**src/rtl/pwm_ramp_pkg.sv**
```systemverilog
package pwm_ramp_pkg;

  localparam int NUM_CH     = 3;
  localparam int PROG_DEPTH = 64;
  localparam int LEVEL_W    = 8;
  localparam int INSTR_W    = 16;
  localparam int FAST_DIV   = 16;
  localparam int SLOW_DIV   = 512;
  localparam logic [7:0] CTRL_ADDR = 8'h30;
  localparam logic [7:0] PROG_BASE = 8'h38;

  typedef enum logic [1:0] {
    OUT_OFF,
    OUT_ON,
    OUT_CMP
  } out_mode_e;

  typedef enum logic [2:0] {
    OP_BRANCH,
    OP_LOAD,
    OP_FORCE_OFF,
    OP_FORCE_ON,
    OP_HALT,
    OP_RAMP
  } op_e;

  // Priority order matters: jump, load, exact codes, then ramp.
  function automatic op_e decode_op(input logic [INSTR_W-1:0] w);
    if (w[15] && w[13])                 return OP_BRANCH;
    else if (w[14] && !w[15] && !w[13]) return OP_LOAD;
    else if (w == 16'h007F)             return OP_FORCE_OFF;
    else if (w == 16'h00FF)             return OP_FORCE_ON;
    else if (w == 16'h0000)             return OP_HALT;
    else                                return OP_RAMP;
  endfunction

endpackage

```
**src/rtl/pwm_ramp_timebase.sv**
```systemverilog
module pwm_ramp_timebase #(
  parameter int CNT_W    = 8,
  parameter int FAST_DIV = 16,
  parameter int SLOW_DIV = 512
) (
  input  logic             clk,
  input  logic             rst_n,
  input  logic             tick_i,
  output logic [CNT_W-1:0] cnt_o,
  output logic             fast_o,
  output logic             slow_o
);

  localparam int FAST_W = $clog2(FAST_DIV);
  localparam int SLOW_W = $clog2(SLOW_DIV);

  logic [CNT_W-1:0]  cnt_q, cnt_n;
  logic [SLOW_W-1:0] pre_q, pre_n;

  always_comb begin
    cnt_n = cnt_q;
    pre_n = pre_q;
    if (tick_i) begin
      cnt_n = cnt_q + 1'b1;
      pre_n = pre_q + 1'b1;
    end
  end

  always_ff @(posedge clk or negedge rst_n) begin
    if (!rst_n) begin
      cnt_q <= '0;
      pre_q <= '0;
    end else begin
      cnt_q <= cnt_n;
      pre_q <= pre_n;
    end
  end

  assign cnt_o  = cnt_q;
  assign fast_o = tick_i && (&pre_q[FAST_W-1:0]);
  assign slow_o = tick_i && (&pre_q);

endmodule

```
**src/rtl/pwm_ramp_regs.sv**
```systemverilog
module pwm_ramp_regs
  import pwm_ramp_pkg::*;
#(
  parameter int         CH_N    = 3,
  parameter int         ADDR_W  = 6,
  parameter int         WORD_W  = 16,
  parameter logic [7:0] CTRL_A  = 8'h30,
  parameter logic [7:0] LOAD_A  = 8'h38
) (
  input  logic                          clk,
  input  logic                          rst_n,
  input  logic                          wr_en_i,
  input  logic [7:0]                    addr_i,
  input  logic [7:0]                    wdata_i,
  output logic [CH_N-1:0]               en_o,
  output logic [CH_N-1:0]               we_o,
  output logic [CH_N-1:0][ADDR_W-1:0]   waddr_o,
  output logic [WORD_W-1:0]             wword_o
);

  localparam int HALF_W = WORD_W / 2;

  logic [CH_N-1:0]             en_q, en_n;
  logic [CH_N-1:0]             phase_q, phase_n;
  logic [CH_N-1:0][HALF_W-1:0] hold_q, hold_n;
  logic [CH_N-1:0][ADDR_W-1:0] wptr_q, wptr_n;

  always_comb begin
    en_n    = en_q;
    phase_n = phase_q;
    hold_n  = hold_q;
    wptr_n  = wptr_q;
    we_o    = '0;
    wword_o = '0;
    if (wr_en_i && addr_i == CTRL_A) begin
      en_n = wdata_i[CH_N-1:0];
      for (int ch = 0; ch < CH_N; ch++) begin
        if (en_q[ch] && !wdata_i[ch]) begin
          wptr_n[ch]  = '0;
          phase_n[ch] = 1'b0;
        end
      end
    end
    for (int ch = 0; ch < CH_N; ch++) begin
      if (wr_en_i && addr_i == 8'(LOAD_A + ch) && !en_q[ch]) begin
        if (!phase_q[ch]) begin
          hold_n[ch]  = wdata_i;
          phase_n[ch] = 1'b1;
        end else begin
          we_o[ch]    = 1'b1;
          wword_o     = {hold_q[ch], wdata_i};
          wptr_n[ch]  = wptr_q[ch] + 1'b1;
          phase_n[ch] = 1'b0;
        end
      end
    end
  end

  always_ff @(posedge clk or negedge rst_n) begin
    if (!rst_n) begin
      en_q    <= '0;
      phase_q <= '0;
      hold_q  <= '0;
      wptr_q  <= '0;
    end else begin
      en_q    <= en_n;
      phase_q <= phase_n;
      hold_q  <= hold_n;
      wptr_q  <= wptr_n;
    end
  end

  assign en_o    = en_q;
  assign waddr_o = wptr_q;

  for (genvar c = 0; c < CH_N; c++) begin : g_chk
    // a locked channel keeps its pointer and held byte
    assert_locked_write_R6: assert property (@(posedge clk) disable iff (!rst_n)
      (wr_en_i && addr_i == 8'(LOAD_A + c) && en_q[c])
      |=> ($stable(wptr_q[c]) && $stable(hold_q[c])));
    // disabling a channel leaves its pointer at word 0
    assert_ptr_clear_R5: assert property (@(posedge clk) disable iff (!rst_n)
      $fell(en_q[c]) |-> (wptr_q[c] == '0));
  end

endmodule

```
**src/rtl/pwm_ramp_channel.sv**
```systemverilog
module pwm_ramp_channel
  import pwm_ramp_pkg::*;
#(
  parameter int DEPTH   = 64,
  parameter int ADDR_W  = $clog2(DEPTH),
  parameter int LVL_W   = 8,
  parameter int WORD_W  = 16,
  parameter int STEP_W  = 5,
  parameter int COUNT_W = 7
) (
  input  logic              clk,
  input  logic              rst_n,
  input  logic              en_i,
  input  logic              fast_i,
  input  logic              slow_i,
  input  logic [LVL_W-1:0]  cnt_i,
  input  logic              we_i,
  input  logic [ADDR_W-1:0] waddr_i,
  input  logic [WORD_W-1:0] wword_i,
  output logic              pwm_o
);

  logic [WORD_W-1:0] mem [DEPTH];

  logic [ADDR_W-1:0]  pc_q, pc_n;
  logic [LVL_W-1:0]   level_q, level_n;
  out_mode_e          mode_q, mode_n;
  logic               ramp_q, ramp_n;
  logic [COUNT_W-1:0] remain_q, remain_n;
  logic [STEP_W-1:0]  timer_q, timer_n;
  logic               out_q, out_n;

  logic [WORD_W-1:0]  instr;
  op_e                op;
  logic               step_pulse;
  logic [STEP_W-1:0]  step_time;
  logic [COUNT_W-1:0] step_cnt;
  logic               go_down;

  always_ff @(posedge clk) begin
    if (we_i) mem[waddr_i] <= wword_i;
  end

  assign instr      = mem[pc_q];
  assign op         = decode_op(instr);
  assign step_pulse = instr[14] ? slow_i : fast_i;
  assign step_time  = instr[8 +: STEP_W];
  assign step_cnt   = instr[COUNT_W-1:0];
  assign go_down    = instr[7];

  always_comb begin
    pc_n     = pc_q;
    level_n  = level_q;
    mode_n   = mode_q;
    ramp_n   = ramp_q;
    remain_n = remain_q;
    timer_n  = timer_q;
    if (!en_i) begin
      pc_n     = '0;
      level_n  = '0;
      mode_n   = OUT_OFF;
      ramp_n   = 1'b0;
      remain_n = '0;
      timer_n  = '0;
    end else begin
      case (op)
        OP_BRANCH: pc_n = '0;
        OP_LOAD: begin
          level_n = instr[LVL_W-1:0];
          mode_n  = OUT_CMP;
          pc_n    = pc_q + 1'b1;
        end
        OP_FORCE_OFF: begin
          mode_n = OUT_OFF;
          pc_n   = pc_q + 1'b1;
        end
        OP_FORCE_ON: begin
          mode_n = OUT_ON;
          pc_n   = pc_q + 1'b1;
        end
        OP_HALT: ;
        OP_RAMP: begin
          if (!ramp_q) begin
            mode_n = OUT_CMP;
            if (step_cnt == '0) begin
              pc_n = pc_q + 1'b1;
            end else begin
              ramp_n   = 1'b1;
              remain_n = step_cnt;
              timer_n  = '0;
            end
          end else if (remain_q == '0) begin
            ramp_n = 1'b0;
            pc_n   = pc_q + 1'b1;
          end else if (step_pulse) begin
            if (timer_q == step_time) begin
              timer_n  = '0;
              remain_n = remain_q - 1'b1;
              if (go_down) level_n = (level_q == '0) ? '0 : level_q - 1'b1;
              else         level_n = (&level_q) ? level_q : level_q + 1'b1;
            end else begin
              timer_n = timer_q + 1'b1;
            end
          end
        end
        default: ;
      endcase
    end
  end

  assign out_n = en_i && ((mode_q == OUT_ON) ||
                          (mode_q == OUT_CMP && level_q >= cnt_i));

  always_ff @(posedge clk or negedge rst_n) begin
    if (!rst_n) begin
      pc_q     <= '0;
      level_q  <= '0;
      mode_q   <= OUT_OFF;
      ramp_q   <= 1'b0;
      remain_q <= '0;
      timer_q  <= '0;
      out_q    <= 1'b0;
    end else begin
      pc_q     <= pc_n;
      level_q  <= level_n;
      mode_q   <= mode_n;
      ramp_q   <= ramp_n;
      remain_q <= remain_n;
      timer_q  <= timer_n;
      out_q    <= out_n;
    end
  end

  assign pwm_o = out_q;

  assert_disabled_low_R3: assert property (@(posedge clk) disable iff (!rst_n)
    !en_i |=> (!pwm_o && pc_q == '0));

  assert_unit_step_R10: assert property (@(posedge clk) disable iff (!rst_n)
    (ramp_q && $past(ramp_q)) |->
      (level_q == $past(level_q) || level_q == $past(level_q) + 1'b1 ||
       level_q == $past(level_q) - 1'b1));

  assert_halt_holds_R8: assert property (@(posedge clk) disable iff (!rst_n)
    (en_i && op == OP_HALT) |=> (!en_i || ($stable(pc_q) && $stable(level_q))));

  assert_force_off_R8: assert property (@(posedge clk) disable iff (!rst_n)
    (mode_q == OUT_OFF) |=> !pwm_o);

  assert_branch_home_R9: assert property (@(posedge clk) disable iff (!rst_n)
    (en_i && op == OP_BRANCH) |=> (pc_q == '0));

endmodule

```
**src/rtl/pwm_ramp_engine.sv**
```systemverilog
module pwm_ramp_engine
  import pwm_ramp_pkg::*;
#(
  parameter int CH_N  = NUM_CH,
  parameter int DEPTH = PROG_DEPTH
) (
  input  logic            clk,
  input  logic            rst_n,
  input  logic            tick_i,
  input  logic            wr_en_i,
  input  logic [7:0]      addr_i,
  input  logic [7:0]      wdata_i,
  output logic [CH_N-1:0] pwm_o
);

  localparam int ADDR_W = $clog2(DEPTH);

  logic                          rst_meta_q, rst_sync_q;
  logic [LEVEL_W-1:0]            cnt;
  logic                          fast, slow;
  logic [CH_N-1:0]               en;
  logic [CH_N-1:0]               we;
  logic [CH_N-1:0][ADDR_W-1:0]   waddr;
  logic [INSTR_W-1:0]            wword;

  always_ff @(posedge clk or negedge rst_n) begin
    if (!rst_n) begin
      rst_meta_q <= 1'b0;
      rst_sync_q <= 1'b0;
    end else begin
      rst_meta_q <= 1'b1;
      rst_sync_q <= rst_meta_q;
    end
  end

  pwm_ramp_timebase #(
    .CNT_W    (LEVEL_W),
    .FAST_DIV (FAST_DIV),
    .SLOW_DIV (SLOW_DIV)
  ) i_timebase (
    .clk    (clk),
    .rst_n  (rst_sync_q),
    .tick_i (tick_i),
    .cnt_o  (cnt),
    .fast_o (fast),
    .slow_o (slow)
  );

  pwm_ramp_regs #(
    .CH_N   (CH_N),
    .ADDR_W (ADDR_W),
    .WORD_W (INSTR_W),
    .CTRL_A (CTRL_ADDR),
    .LOAD_A (PROG_BASE)
  ) i_regs (
    .clk     (clk),
    .rst_n   (rst_sync_q),
    .wr_en_i (wr_en_i),
    .addr_i  (addr_i),
    .wdata_i (wdata_i),
    .en_o    (en),
    .we_o    (we),
    .waddr_o (waddr),
    .wword_o (wword)
  );

  for (genvar c = 0; c < CH_N; c++) begin : g_ch
    pwm_ramp_channel #(
      .DEPTH  (DEPTH),
      .ADDR_W (ADDR_W),
      .LVL_W  (LEVEL_W),
      .WORD_W (INSTR_W)
    ) i_channel (
      .clk     (clk),
      .rst_n   (rst_sync_q),
      .en_i    (en[c]),
      .fast_i  (fast),
      .slow_i  (slow),
      .cnt_i   (cnt),
      .we_i    (we[c]),
      .waddr_i (waddr[c]),
      .wword_i (wword),
      .pwm_o   (pwm_o[c])
    );
  end

endmodule

```
**config.mk**
```make
export PLATFORM = sky130hd
export DESIGN_NAME = pwm_ramp_engine
export DESIGN_NICKNAME = d
export VERILOG_FILES = /design/src/rtl/pwm_ramp_pkg.sv /design/src/rtl/pwm_ramp_timebase.sv /design/src/rtl/pwm_ramp_regs.sv /design/src/rtl/pwm_ramp_channel.sv /design/src/rtl/pwm_ramp_engine.sv
export SDC_FILE = /design/constraint.sdc
export NUM_CORES = 2
export LEC_CHECK = 0
export BUFFER_PORTS_ARGS = -buffer_cell sky130_fd_sc_hd__buf_2
export CORE_UTILIZATION = 45
export DETAILED_ROUTE_END_ITERATION = 16
export SETUP_SLACK_MARGIN = 0.5
export SYNTH_ARGS = -nofsm -noshare
export SYNTH_HDL_FRONTEND = slang
export SYNTH_SLANG_ARGS = --single-unit
```
**constraint.sdc**
```tcl
create_clock -name clk -period 5.44 [get_ports clk]
set_input_delay 1.088 -clock clk [delete_from_list [all_inputs] [get_ports clk]]
set_output_delay 1.088 -clock clk [all_outputs]
set_load 0.05 [all_outputs]
```
==> out/metrics.json <==
{
  "final_period_minus_worst_setup_slack": {"value": 4.76, "unit": "ns"},
  "synthTopCellsByArea": {"value": "sky130_fd_sc_hd__edfxtp_1 (72%), sky130_fd_sc_hd__mux4_2 (13%), sky130_fd_sc_hd__dfrtp_1 (3.0%)"},
  "synth_cell_type_count": {"value": 105},
  "dieHeight": {"value": 537, "unit": "um"},
  "floorplan.initialDensity": {"value": 0.452},
  "port_buffers": {"value": 22},
  "top_cell_type_by_total_area_after_synthesis": {"value": "sky130_fd_sc_hd__edfxtp_1"},
  "synth_fa_ha_area_frac": {"value": 0.00495},
  "worst-setup-path-type": {"value": "reg2reg"},
  "clock_tree.htree_level_count": {"value": 5},
  "power_leakage": {"value": 0.0543, "unit": "uW"},
  "via_count": {"value": 66800},
  "antenna_violating_nets_post_route": {"value": 0},
  "power.density": {"value": 340, "unit": "mW/mm^2"},
  "syn_nets": {"value": 6583},
  "synthArstFlopShare": {"value": 0.0486},
  "syn-mean-instance-area": {"value": 19.8, "unit": "um^2"},
  "cell_area_after_synthesis": {"value": 0.129, "unit": "mm^2"},
  "worstPathArrival": {"value": 5.54, "unit": "ns"},
  "gp_congestion": {"value": 0.927},
  "reg2reg_from": {"value": "g_ch[0].i_channel.pc_q[0]$_DFFE_PN0P_"},
  "grt_util_met2": {"value": 0.365},
  "rr_worst_depth": {"value": 13},
  "tritoncts_num_sinks": {"value": 3229},
  "worst_pin_slew": {"value": 1.16, "unit": "ns"},
  "ff_latch_area": {"value": 0.0962, "unit": "mm^2"},
  "timing.critical_path.slowest_stage_cell": {"value": "sky130_fd_sc_hd__dfrtp_4"},
  "design.core.area": {"value": 0.285, "unit": "mm^2"},
  "gr-total-overflow": {"value": 0},
  "fin_skew": {"value": 0.0372, "unit": "ns"},
  "antenna_found_initial": {"value": 20},
  "flow.area_growth_from_synthesis": {"value": 14.8, "unit": "%"},
  "yosys.area_share.simple": {"value": 0.0378},
  "critical_path.cell_chain": {"value": "buf_12 -> mux4_2 -> a22o_1 -> a221oi_1 -> o32a_1 -> o21ai_0 -> nand4bb_2 -> buf_4 -> nor2_1 -> nor2_4 -> a21boi_1 -> nand3_2 -> o2bb2ai_1"},
  "slew_violations": {"value": 0},
  "final_net_count": {"value": 7108},
  "synthMuxAreaShare": {"value": 0.153},
  "synth_top_family_by_area": {"value": "multiplexers"},
  "synth-warning-count": {"value": 0},
  "max-cap-violations": {"value": 0},
  "compound_gate_portion_of_the_synthesized_area": {"value": 0.0388},
  "timing.critical_path.from": {"value": "g_ch[0].i_channel.pc_q[0]$_DFFE_PN0P_"},
  "postSynthRegisterBits": {"value": 3229},
  "clock_tree.buffer_depth": {"value": 4},
  "firstDrtPassIters": {"value": 8},
  "global_route.usage.total": {"value": 0.232},
  "grt_use_met3": {"value": 0.0390},
  "grt_max_degree": {"value": 129},
  "largest_driver_fanout_on_the_critical_path": {"value": 27},
  "finalSetupViolations": {"value": 0},
  "post_layout_nonfiller_instances": {"value": 11100},
  "hold_path_class": {"value": "reg2async"},
  "place.detailed.instances": {"value": 10400},
  "die_width": {"value": 537, "unit": "um"},
  "run_status": {"value": "finished, final reports clean"},
  "drt-initial-drc-count": {"value": 8065},
  "worstSetupStartpointType": {"value": "register"},
  "r2r-end": {"value": "g_ch[0].i_channel.level_q[3]$_DFFE_PN0P_"},
  "cts.clk_slew.worst_paths": {"value": 0.06, "unit": "ns"},
  "global_route.usage.met1": {"value": 0.333},
  "timing_hold_violations_final": {"value": 0},
  "hold_slack": {"value": 0.296, "unit": "ns"},
  "cts.root.buffer_cell": {"value": "sky130_fd_sc_hd__clkbuf_16"},
  "setup_crit_end_kind": {"value": "register"},
  "setup-tns-final": {"value": 0, "unit": "ns"},
  "grt_busiest_layer": {"value": "met2"},
  "synth_top_area_share": {"value": 0.716},
  "yosys.area_share.xor_xnor": {"value": 0.00184},
  "r2r_setup_slack": {"value": 0.68, "unit": "ns"},
  "synth-edff-count": {"value": 3072},
  "synthFlopType": {"value": "sky130_fd_sc_hd__edfxtp_1"},
  "detail_route.wl_per_cell": {"value": 30.3, "unit": "um"},
  "yosys.cell_count.top_type": {"value": "sky130_fd_sc_hd__edfxtp_1"},
  "layout-drive-gt1-share": {"value": 0.266},
  "drc": {"value": 0},
  "synth.top_cells.by_count": {"value": "sky130_fd_sc_hd__edfxtp_1 (3072), sky130_fd_sc_hd__mux4_2 (717), sky130_fd_sc_hd__nor2_1 (353), sky130_fd_sc_hd__mux2i_1 (289), sky130_fd_sc_hd__nand2_1 (211)"},
  "multiInputGateArea": {"value": 0.0306, "unit": "mm^2"},
  "cts_tree": {"value": "built"},
  "hpwl": {"value": 206, "unit": "mm"},
  "drt_wl_total": {"value": 336, "unit": "mm"},
  "grt_setup_unrepaired": {"value": "false"},
  "wire_length_of_the_first_global_routing_pass": {"value": 483, "unit": "mm"},
  "placementRows": {"value": 196},
  "syn-instance-count": {"value": 6512},
  "num_io_pins": {"value": 23},
  "first_global_vias": {"value": 66600},
  "max-vdd-ir-drop": {"value": 0.363, "unit": "mV"},
  "worst_max_slew_margin_expressed_relative_to_the_limit": {"value": 0.226},
  "clock_insertion_delay_at_the_later_pin_of_the_skew_report": {"value": 0.87, "unit": "ns"},
  "period_share": {"value": 0.875},
  "filler_cells_inserted": {"value": 22400},
  "route.detailed.vias_per_inst": {"value": 6.03},
  "cts_made_buffers": {"value": 339},
  "seq_area_frac_synth": {"value": 0.746},
  "cp_slowest_stage_delay": {"value": 0.69, "unit": "ns"},
  "worst-endpoint-required": {"value": 6.22, "unit": "ns"},
  "die_area": {"value": 0.288, "unit": "mm^2"},
  "design_power_total": {"value": 50200, "unit": "uW"},
  "final_util": {"value": 0.519},
  "fmax": {"value": 0.210, "unit": "GHz"}
}
sequential cells by signal, indices dropped and copies added (netlist names):
name and flops:
i_regs.waddr_o 18, rst_sync_q 1, i_regs.hold_q 24, g_ch.i_channel.timer_q 15, g_ch.i_channel.remain_q 21, i_regs.phase_q 3, g_ch.i_channel.mem 3072, i_timebase.cnt_o 8
rst_meta_q 1, g_ch.i_channel.level_q 24, i_timebase.pre_q 9, g_ch.i_channel.ramp_q 3, g_ch.i_channel.pwm_o 3, g_ch.i_channel.mode_q 6, g_ch.i_channel.pc_q 18, i_regs.en_o 3
per-layer routing:
layer | share of wire | routed length, um
met1 | 0.42 | 140000
met2 | 0.47 | 159000
met3 | 0.079 | 26700
met4 | 0.032 | 10700
met5 | 0.00014 | 46
how the worst max path moves through the flow:
stage / endpoint / cells past startpoint
global route: g_ch[1].i_channel.pc_q[4]$_DFFE_PN0P_ / 11
global placement: g_ch[2].i_channel.mem[59][5]$_DFFE_PP_ / 11
CTS: g_ch[2].i_channel.timer_q[3]$_DFFE_PN0P_ / 13
detailed placement: g_ch[2].i_channel.mem[51][8]$_DFFE_PP_ / 11
finish: g_ch[0].i_channel.level_q[3]$_DFFE_PN0P_ / 13
floorplan: g_ch[0].i_channel.mem[0][10]$_DFFE_PP_ / 10
metrics by stage:
stage	area [um^2]	setup WS, ns
after floorplan	129000	-0.0131
after global placement	137000	0.264
after detailed placement	137000	0.368
after CTS	148000	0.519
after global routing	148000	0.536
final	148000	0.681
layout make-up:
type | instances | share of cell area
Multi-Input combinational cell | 2860 | 0.207
Clock inverter | 204 | 0.0142
Sequential cell | 3229 | 0.650
Timing Repair Buffer | 544 | 0.0348
Clock buffer | 411 | 0.0602
Antenna cell | 10 | 0.000169
Tap cell | 3762 | 0.0318
Inverter | 63 | 0.00188
timing repair:
action                                 CTS  global route
gates resized for setup                  0             2
hold buffers                             1             0
endpoints found under the hold margin    2             0
setup endpoints to repair                0            55
buffers inserted                         0            10
cells in the final DEF (no fill, tap or decap), types with 29 or more instances in the layout:
cell	netlist	routed
sky130_fd_sc_hd__inv_1	57	49
sky130_fd_sc_hd__dfrtp_1	157	144
sky130_fd_sc_hd__mux2_2	59	59
sky130_fd_sc_hd__clkinv_2	0	57
sky130_fd_sc_hd__nor2_2	4	30
sky130_fd_sc_hd__clkinv_1	4	74
sky130_fd_sc_hd__mux4_2	717	717
sky130_fd_sc_hd__ha_1	51	51
sky130_fd_sc_hd__buf_4	47	433
sky130_fd_sc_hd__nand4_1	29	29
sky130_fd_sc_hd__nand3_1	73	73
sky130_fd_sc_hd__o221ai_1	39	39
sky130_fd_sc_hd__bufinv_16	0	34
sky130_fd_sc_hd__nor2_1	353	326
sky130_fd_sc_hd__buf_12	3	85
sky130_fd_sc_hd__o21ai_0	120	120
sky130_fd_sc_hd__nand2_1	211	211
sky130_fd_sc_hd__a221oi_1	31	31
sky130_fd_sc_hd__nand2b_1	41	41
sky130_fd_sc_hd__clkbuf_1	140	61
sky130_fd_sc_hd__clkbuf_16	0	343
sky130_fd_sc_hd__edfxtp_1	3072	3072
sky130_fd_sc_hd__a22oi_1	55	55
sky130_fd_sc_hd__nor2b_1	41	40
sky130_fd_sc_hd__nor3_1	66	66
sky130_fd_sc_hd__mux2i_1	289	289
sky130_fd_sc_hd__o22ai_1	77	77
sky130_fd_sc_hd__a21oi_1	120	120
logic make-up after synthesis:
logic type      count (synthesis)
mux                          1065
buf+inv                       423
other cells                     1
simple gates                 1000
compound gates                716
flops                        3229
fa+ha+maj                      51
xor+xnor                       27
worst max-delay path, delay by kind of cell, from the launching register on:
kind | cells | cell delay [ns]
buf+inv | 2 | 0.51
flops | 1 | 0.69
mux | 1 | 0.59
simple gates | 4 | 1.04
compound gates | 6 | 1.81
where the power goes:
group | switching, uW | total, uW | internal [uW]
Combinational | 187 | 317 | 130
Clock | 9640 | 23000 | 13400
Sequential | 68.0 | 26900 | 26900
Note: power is estimated with default switching activity, not from simulation.
